--- config.mk ---
export PLATFORM = sky130hd
export DESIGN_NAME = mux_flash_prog_seq
export DESIGN_NICKNAME = d
export VERILOG_FILES = /design/src/rtl/mfp_pkg.sv /design/src/rtl/mfp_ctrl.sv /design/src/rtl/mfp_datapath.sv /design/src/rtl/mux_flash_prog_seq.sv
export SDC_FILE = /design/constraint.sdc
export NUM_CORES = 1
export LEC_CHECK = 0
export ABC_CLOCK_PERIOD_IN_PS = 3370
export BUFFER_PORTS_ARGS = -buffer_cell sky130_fd_sc_hd__buf_2
export CAP_MARGIN = 20
export CORE_ASPECT_RATIO = 1.1
export CORE_MARGIN = 2
export CORE_UTILIZATION = 35
export DETAILED_ROUTE_END_ITERATION = 10
export PLACE_DENSITY = 0.52
export SYNTH_ARGS = -nofsm -noshare
export SYNTH_HDL_FRONTEND = slang
export SYNTH_HIERARCHICAL = 1
export SYNTH_SLANG_ARGS = --single-unit
--- constraint.sdc ---
create_clock -name clk -period 3.37 [get_ports clk]
set_input_delay 0.674 -clock clk [delete_from_list [all_inputs] [get_ports clk]]
set_output_delay 0.674 -clock clk [all_outputs]
set_load 0.01 [all_outputs]
--- src/rtl/mfp_pkg.sv ---
package mfp_pkg;

  typedef enum logic [2:0] {
    ST_IDLE,
    ST_KEY1,
    ST_KEY2,
    ST_ARMED,
    ST_BUSY
  } mfpState_t;

  // strobes sent from control to datapath, one clock wide
  typedef struct packed {
    logic captureRow;
    logic captureCol;
    logic startProg;
    logic commitProg;
    logic readPulse;
  } mfpStrobes_t;

  localparam logic [7:0] KEY_DATA_1 = 8'hAA;
  localparam logic [7:0] KEY_DATA_2 = 8'h55;
  localparam logic [7:0] KEY_DATA_3 = 8'hA0;
  localparam logic [15:0] KEY_ADDR_A = 16'h5555;
  localparam logic [15:0] KEY_ADDR_B = 16'h2AAA;

endpackage

--- src/rtl/mfp_ctrl.sv ---
module mfp_ctrl
  import mfp_pkg::*;
#(
  parameter int ADDR_W      = 22,
  parameter int PROG_CYCLES = 20,
  localparam int CNT_W      = $clog2(PROG_CYCLES + 1)
) (
  input  logic              clk,
  input  logic              rstN,
  input  logic              rowColN,
  input  logic              weN,
  input  logic              oeN,
  input  logic [ADDR_W-1:0] curAddr,
  input  logic [7:0]        dataIn,
  output mfpStrobes_t       strobes,
  output logic              busy
);

  localparam logic [ADDR_W-1:0] ADDR_A = ADDR_W'(KEY_ADDR_A);
  localparam logic [ADDR_W-1:0] ADDR_B = ADDR_W'(KEY_ADDR_B);

  mfpState_t        state, nextState;
  logic             prevRc, prevWe, prevOe;
  logic             rcFall, rcRise, weRise, oeFall;
  logic [CNT_W-1:0] busyCnt;

  always_ff @(posedge clk or negedge rstN) begin
    if (!rstN) begin
      prevRc <= 1'b1;
      prevWe <= 1'b1;
      prevOe <= 1'b1;
    end else begin
      prevRc <= rowColN;
      prevWe <= weN;
      prevOe <= oeN;
    end
  end

  assign rcFall = prevRc & ~rowColN;
  assign rcRise = ~prevRc & rowColN;
  assign weRise = ~prevWe & weN;
  assign oeFall = prevOe & ~oeN;

  always_comb begin
    nextState          = state;
    strobes            = '0;
    strobes.captureRow = rcFall;
    strobes.captureCol = rcRise;
    strobes.readPulse  = oeFall;
    unique case (state)
      ST_IDLE:
        if (weRise)
          nextState = (curAddr == ADDR_A && dataIn == KEY_DATA_1) ? ST_KEY1 : ST_IDLE;
      ST_KEY1:
        if (weRise)
          nextState = (curAddr == ADDR_B && dataIn == KEY_DATA_2) ? ST_KEY2 : ST_IDLE;
      ST_KEY2:
        if (weRise)
          nextState = (curAddr == ADDR_A && dataIn == KEY_DATA_3) ? ST_ARMED : ST_IDLE;
      ST_ARMED:
        if (weRise) begin
          strobes.startProg = 1'b1;
          nextState         = ST_BUSY;
        end
      ST_BUSY:
        if (busyCnt == '0) begin
          strobes.commitProg = 1'b1;
          nextState          = ST_IDLE;
        end
      default: nextState = ST_IDLE;
    endcase
  end

  always_ff @(posedge clk or negedge rstN) begin
    if (!rstN) begin
      state   <= ST_IDLE;
      busyCnt <= '0;
    end else begin
      state <= nextState;
      if (strobes.startProg)
        busyCnt <= CNT_W'(PROG_CYCLES - 1);
      else if (state == ST_BUSY && busyCnt != '0)
        busyCnt <= busyCnt - 1'b1;
    end
  end

  assign busy = (state == ST_BUSY);

endmodule

--- src/rtl/mfp_datapath.sv ---
module mfp_datapath
  import mfp_pkg::*;
#(
  parameter int ROW_W  = 11,
  parameter int ARR_AW = 6,
  localparam int ADDR_W = 2 * ROW_W,
  localparam int DEPTH  = 1 << ARR_AW
) (
  input  logic              clk,
  input  logic              rstN,
  input  logic [ROW_W-1:0]  addrBus,
  input  logic [7:0]        dataIn,
  input  logic              oeN,
  input  mfpStrobes_t       strobes,
  input  logic              busy,
  output logic [ADDR_W-1:0] curAddr,
  output logic [7:0]        dataOut,
  output logic              dataOutEn
);

  logic [ROW_W-1:0]  rowReg, colReg;
  logic [ARR_AW-1:0] progIdx;
  logic [7:0]        progData;
  logic              toggleBit;
  logic [7:0]        mem [DEPTH];
  logic [7:0]        arrayByte;
  logic [7:0]        readByte;

  assign curAddr = {colReg, rowReg};

  always_ff @(posedge clk or negedge rstN) begin
    if (!rstN) begin
      rowReg    <= '0;
      colReg    <= '0;
      progIdx   <= '0;
      progData  <= 8'hFF;
      toggleBit <= 1'b0;
    end else begin
      if (strobes.captureRow) rowReg <= addrBus;
      if (strobes.captureCol) colReg <= addrBus;
      if (strobes.startProg) begin
        progIdx   <= curAddr[ARR_AW-1:0];
        progData  <= dataIn;
        toggleBit <= 1'b0;
      end else if (busy && strobes.readPulse) begin
        toggleBit <= ~toggleBit;
      end
    end
  end

  generate
    for (genvar g = 0; g < DEPTH; g++) begin : g_cell
      always_ff @(posedge clk or negedge rstN) begin
        if (!rstN)
          mem[g] <= 8'hFF;
        else if (strobes.commitProg && progIdx == ARR_AW'(g))
          mem[g] <= mem[g] & progData;
      end
    end
  endgenerate

  assign arrayByte = mem[curAddr[ARR_AW-1:0]];
  assign readByte  = busy ? {~progData[7], toggleBit, 6'b0} : arrayByte;
  assign dataOutEn = ~oeN;
  assign dataOut   = oeN ? 8'h00 : readByte;

endmodule

--- src/rtl/mux_flash_prog_seq.sv ---
module mux_flash_prog_seq
  import mfp_pkg::*;
#(
  parameter int ROW_W       = 11,
  parameter int ARR_AW      = 6,
  parameter int PROG_CYCLES = 20
) (
  input  logic             clk,
  input  logic             rstN,
  input  logic [ROW_W-1:0] addrBus,
  input  logic             rowColN,
  input  logic             weN,
  input  logic             oeN,
  input  logic [7:0]       dataIn,
  output logic [7:0]       dataOut,
  output logic             dataOutEn
);

  localparam int ADDR_W = 2 * ROW_W;

  mfpStrobes_t       strobes;
  logic              busy;
  logic [ADDR_W-1:0] curAddr;

  mfp_ctrl #(
    .ADDR_W      (ADDR_W),
    .PROG_CYCLES (PROG_CYCLES)
  ) i_ctrl (
    .clk     (clk),
    .rstN    (rstN),
    .rowColN (rowColN),
    .weN     (weN),
    .oeN     (oeN),
    .curAddr (curAddr),
    .dataIn  (dataIn),
    .strobes (strobes),
    .busy    (busy)
  );

  mfp_datapath #(
    .ROW_W  (ROW_W),
    .ARR_AW (ARR_AW)
  ) i_datapath (
    .clk       (clk),
    .rstN      (rstN),
    .addrBus   (addrBus),
    .dataIn    (dataIn),
    .oeN       (oeN),
    .strobes   (strobes),
    .busy      (busy),
    .curAddr   (curAddr),
    .dataOut   (dataOut),
    .dataOutEn (dataOutEn)
  );

endmodule

; ---- Yosys cells after proc, flatten, opt, wreduce, memory -nomap -nowiden
; Index checks and enable logic that the tools add are counted.
[classes]
eq_ne = 77
n_bitwise = 75
addsub = 1
n_mux = 22
reduce_logical = 76
magnitude_cmp = 1
[op_table]
columns = cell, n
row1 = $and 8x8->8, 64
row2 = $eq 6x6->1 const B, 32
row3 = $eq 6x5->1 const B, 16
row4 = $logic_and 1x1->1, 69
row5 = $bmux 8 s6, 1
row6 = $eq 6x4->1 const B, 8
row7 = $mux 8, 4
row8 = $eq 6x3->1 const B, 4
row9 = $eq 22x14->1 const B, 1
row10 = $eq 22x15->1 const B, 1
row11 = $eq 8x8->1 const B, 2
row12 = $mux 3, 5
row13 = $pmux 3 s5, 1
row14 = $eq 6x2->1 const B, 2
row15 = $mux 5, 2
row16 = $eq 8x7->1 const B, 1
row17 = $ne 2x1->1 const B, 4
row18 = $ge 7x7->1 const B, 1
row19 = $mux 1, 7
row20 = $not 6->7, 1
row21 = $eq 3x2->1 const B, 2
row22 = $eq 6x1->1 const B, 1
row23 = $logic_not 6->1, 1
row24 = $not 1->1, 6
row25 = 11 further kinds, 16
[word_totals]
wordCells = 326
output_inout_bits = 9
ff_bits = 560

; ---- Depth between registers and ports, before layout
[depth]
ltp_word = 6
mapped_depth = 9

; ---- Hierarchy
; The synthesis kept the hierarchy.
[by_module_without_submodules]
columns = mod, cells_per_inst, area_per_inst_um2, instances
row1 = mfp_datapath, 1551, 23512.6, 1
row2 = mfp_ctrl, 74, 713.2, 1

; ---- Worst setup path before layout
; OpenSTA, ideal clock, no wires.
[synth_timing]
kind = reg2reg
from = reg i_ctrl.state[0]
to = reg i_datapath/mem[504] (netlist bit)
path_stages_with_launch = 8
arrival_time_ns = 2.684
synth_period_minus_slack_ns = 2.762
setup_ns = 0.077
n_path_buf = 1
t_required_ns = 3.293
path_slack_ns = 0.608
path_cell_list = dfrtp_1 -> nor3b_1 -> nand3_1 -> nor2_1 -> nor3b_1 -> clkbuf_1 -> nand2_1 -> o21a_1
[synth_rtl]
columns = item, line_no
row1 = start: declaration, mfp_ctrl.sv:22  ; mfpState_t state, nextState;
row2 = start signal: assignment, mfp_ctrl.sv:79  ; state <= nextState;
row3 = end signal: indexed assignment, mfp_datapath.sv:57  ; mem[g] <= mem[g] & progData;
row4 = end: declaration, mfp_datapath.sv:25  ; logic [7:0] mem [DEPTH];

; ---- Worst setup path in the final report
[layout_timing]
from = reg i_datapath.rowReg[0]
to = out dataOut[2]
[layout_via]
elab_chain_cells = 6
[layout_lines]
columns = item, line_no
row1 = start: declaration, mfp_datapath.sv:21  ; logic [ROW_W-1:0] rowReg, colReg;
row2 = start signal: assignment, mfp_datapath.sv:39  ; if (strobes.captureRow) rowReg <= addrBus;
row3 = $not 6->7 (not written as such), mfp_datapath.sv:62  ; assign arrayByte = mem[curAddr[ARR_AW-1:0]];
row4 = $bmux 8 s6, mfp_datapath.sv:62
row5 = $mux 8 (not written as such) (2 in series), mfp_datapath.sv:62
row6 = $mux 8, mfp_datapath.sv:63  ; assign readByte = busy ? {~progData[7], toggleBit, 6'b0} : arrayByte;
row7 = $mux 8, mfp_datapath.sv:65  ; assign dataOut = oeN ? 8'h00 : readByte;
row8 = end: declaration, mux_flash_prog_seq.sv:15  ; output logic [7:0] dataOut,
; No other way between the ends. The select of a mux whose other input is x is not followed.

==> out/qor.csv <==
stage,metric,value,unit
route,routedWlPerCell,25.8,microns
global_routing,grt_pass1_wl,106000,microns
worst_hold_path,hold_depth,1,
timing,hold_viol,0,
synth,synth_nets,1650,
synth,synth.top_cell.area_share,56.7,%
route,postRouteAntennaNets,0,
critical_path,worstPathRequired,2.70,ns
route,routed_via_density,5.41,
cells_and_area,layout-drive-gt1-share,55.2,%
timing,tightest_slew,1.00,ns
timing,setup_slack,-0.309,ns
synth,number_of_flops_mapped_to_enable_cells_by_yosys,0,
critical_path,worst-path-max-fanout,6,
synth,synthesis.area_per_instance,14.9,sq um
cells_and_area,design.final.nets,1751,
synth,post_synth_inst_count,1625,
synth,syn-cell-area,24200,sq um
pwr,cell_internal_pwr,11400,uW
worst_hold_path,min_delay_worst_endpoint,i_ctrl/prevRc$_DFF_PN1_,
pwr,seq_pwr_share,46.1,%
pwr,sw_power,3510,uW
route,wl,69800,microns
timing,fmaxAchievable,0.272,GHz
pwr,power_density_of_the_placed_cells,522,nW/um^2
timing,rsz_0062_raised_after_global_routing,yes,
critical_path,regToRegStartpoint,i_ctrl/state[0]$_DFFE_PN0P_,
clock_tree,worst_skew_pair.late_latency,0.62,ns
critical_path,worstPathArrival,3.00,ns
critical_path,worst_setup_path_start_kind,register,
synth,yosys_most_used_dff,sky130_fd_sc_hd__dfstp_2,
synth,asyncSetResetFlopFracSynth,100,%
timing,timing.clock.skew,0.0138,ns
critical_path,worst_r2r_endpoint,i_datapath/mem[285]$_DFFE_PN1P_,
global_routing,grt_overflow,0,
job,max_cap_viol_count,0,
critical_path,reg2reg_depth,7,
clock_tree,cts_made_buffers,57,
synth,synth_sequential_area_ratio,60.5,%
cells_and_area,ant_diodes,0,
clock_tree,cts.path.max_buffers,3,
floorplan,initial_core_utilization,35.2,%
cells_and_area,multiInputGateArea,9130,sq um
clock_tree,clk_transition_reported_paths,0.06,ns
outcome,failed_checks,negative setup slack,
synth,synthesized_flop_and_latch_total,560,
route,drc,0,
route,initialDrtViolationCount,966,
global_routing,grt_antenna_before_repair,0,
cells_and_area,layout_common_cells,"523 x sky130_fd_sc_hd__dfstp_2, 512 x sky130_fd_sc_hd__o21a_1, 139 x sky130_fd_sc_hd__mux4_2",
timing,final-setup-viol-count,8,
clock_tree,clock_tree_from_tritoncts,built,
floorplan,die_area,71300,sq um
critical_path,ff_to_ff_setup_slack,0.30,ns
floorplan,num_rows,101,
cells_and_area,post-route-cell-area,28600,sq um
clock_tree,h-tree-depth,2,
global_routing,grtUsageTotal,20.0,%
cells_and_area,mostFrequentLayoutCell,sky130_fd_sc_hd__dfstp_2,
placement,postPlaceCellArea,25900,sq um
clock_tree,clock-root-buffer,sky130_fd_sc_hd__clkbuf_16,
synth,ys_warn_count,6,
global_routing,maximum_number_of_pins_on_one_net_before_global_route_repair,117,
floorplan,io_pins,33,
cells_and_area,relative_area_change_from_synthesis_to_final_layout,18.0,%
pwr,p_clk_share,44.6,%
pwr,peakVddDrop,0.323,mV
synth,yosys.cell_types.count,56,
floorplan,die_height,280,microns
global_routing,grt_pass1_vias,15789,
timing,timing_max_transition_violations_final,0,
timing,final.setup.tns,-2.08,ns
route,routed-via-count,14625,
pwr,sw_frac_of_total,23.5,%
synth,yosys.area.top_type,sky130_fd_sc_hd__dfstp_2,
worst_hold_path,min-delay-path-class,primary input to register,
cells_and_area,n_fill_cell,6340,
floorplan,die_width,255,microns
cells_and_area,seqCellArea,14700,sq um
critical_path,criticalPathCategory,register to output port,
timing,max_slew_margin,32.7,%
outcome,run_status,"complete, but fails checks",
placement,io_buffers,32,
timing,finalCriticalPeriod,3.68,ns
floorplan,floorplan.core_area,68700,sq um
synth,synth_area_leaders,"sky130_fd_sc_hd__dfstp_2 57%, sky130_fd_sc_hd__o21a_1 16%, sky130_fd_sc_hd__mux4_2 13%",
placement,place.gp.congestion,0.820,
worst_hold_path,worst_hold_startpoint,rowColN,
clock_tree,clock_sinks,560,
pwr,power.share.combinational,9.3,%
critical_path,endpoint_kind,output port,
timing,post-route-period-util,109,%
pwr,leakage,0.0106,uW
route,drt-pass1-iter-count,4,
placement,place.detailed.hpwl,45600,microns
## through the flow
step	std cells	util (%)	hold slack, ns	total power, uW	worst slack (ns)
6_report	2701	41.6	0.174	14900	-0.309
4_1_cts	2700	41.5	0.135	15100	-0.333
5_1_grt	2701	41.6	0.156	15500	-0.377
3_3_place_gp	2561	37.7	0.443	8090	0.0363
3_5_place_dp	2561	37.7	0.447	8100	0.0496
2_1_floorplan	1625	-	0.378	7560	0.608
## cell families (layout without fill, tap and decap cells)
logic type                 count (synthesis)  count (layout)  synth area share [%]
muxes                                    209             209                  16.0
and+or+nand+nor                          173             173                  3.54
xor gates and xnor gates                   4               4                 0.145
AOI/OAI and AO/OA                        560             560                  17.4
DFF                                      560             560                  60.5
adders and majority gates                  1               1                0.0516
buffers and inverters                    118             267                  2.35
## flip-flops by register name, summed over array words and instances, names as in the netlist
| name | cells |
|---|---|
| i_ctrl/busyCnt | 5 |
| i_datapath/progIdx | 6 |
| i_ctrl/prevWe | 1 |
| i_ctrl/prevRc | 1 |
| i_ctrl/state | 3 |
| i_datapath/toggleBit | 1 |
| i_datapath/colReg | 11 |
| i_datapath/rowReg | 11 |
| i_datapath/progData | 8 |
| i_datapath/mem | 512 |
| i_ctrl/prevOe | 1 |
## cell usage after synthesis (all sizes together) (5+ instances only)
library cell	number
nand2	83
inv	6
nor2	21
nor2b	11
a22oi	13
mux4	139
nor3	10
o21a	512
mux2i	35
buf	47
dfrtp	37
o211ai	5
o21ai	7
mux2	35
nand2b	6
a22o	6
nand3	12
dfstp	523
clkbuf	63
## worst max path at each step
stage | slack [ns] | to | from | depth (start not counted)
after floorplan | 0.61 | i_datapath/mem[504]$_DFFE_PN1P_ | i_ctrl/state[0]$_DFFE_PN0P_ | 7
after global placement | 0.04 | dataOut[2] | i_datapath/rowReg[0]$_DFFE_PN0P_ | 8
after detailed placement | 0.05 | dataOut[2] | i_datapath/rowReg[0]$_DFFE_PN0P_ | 8
after CTS | -0.33 | dataOut[4] | i_datapath/rowReg[0]$_DFFE_PN0P_ | 7
after global routing | -0.38 | dataOut[2] | i_datapath/rowReg[0]$_DFFE_PN0P_ | 7
final | -0.31 | dataOut[2] | i_datapath/rowReg[0]$_DFFE_PN0P_ | 7
## worst max-delay path, cell delays in order (launching register included)
cell and delay [ns]:
sky130_fd_sc_hd__dfrtp_4 0.49, sky130_fd_sc_hd__buf_4 0.17, sky130_fd_sc_hd__buf_16 0.14, sky130_fd_sc_hd__mux4_2 0.52, sky130_fd_sc_hd__mux4_2 0.52, sky130_fd_sc_hd__a22oi_2 0.21, sky130_fd_sc_hd__o221ai_2 0.16, sky130_fd_sc_hd__buf_2 0.17
## power groups by stage
| stage | combinational (uW) | clock (uW) | sequential [uW] |
|---|---|---|---|
| after global routing | 1480 | 7130 | 6880 |
| after floorplan | 637 | 0 | 6930 |
| final | 1390 | 6660 | 6880 |
| after detailed placement | 1100 | 0 | 7000 |
| after global placement | 1090 | 0 | 7000 |
| after CTS | 1390 | 6860 | 6880 |
## area by class of cell
| type | count | area share [%] |
|---|---|---|
| clock buffer | 85 | 5.96 |
| clock inverter | 22 | 0.967 |
| inverter | 8 | 0.105 |
| multi-input combinational | 947 | 31.9 |
| sequential | 560 | 51.4 |
| tap | 927 | 4.06 |
| timing repair buffer | 152 | 5.62 |
## timing repair
action | 4_1_cts | 5_1_grt
hold buffers | 0 | 0
setup buffers | 25 | 0
cloned | 9 | 1
endpoints found under the setup margin | 8 | 8
resized for setup | 47 | 8
pin swaps | 17 | 4
## metal layers
metal | up-vias | wire length (microns) | GRT usage (%)
met5 | - | 0 | 0
met4 | 0 | 1870 | 6.67
met3 | 109 | 2590 | 2.90
met2 | 265 | 34700 | 33.4
met1 | 7967 | 30700 | 26.7
li1 | 6284 | - | -
No activity file was read; power rests on OpenSTA's default activity.
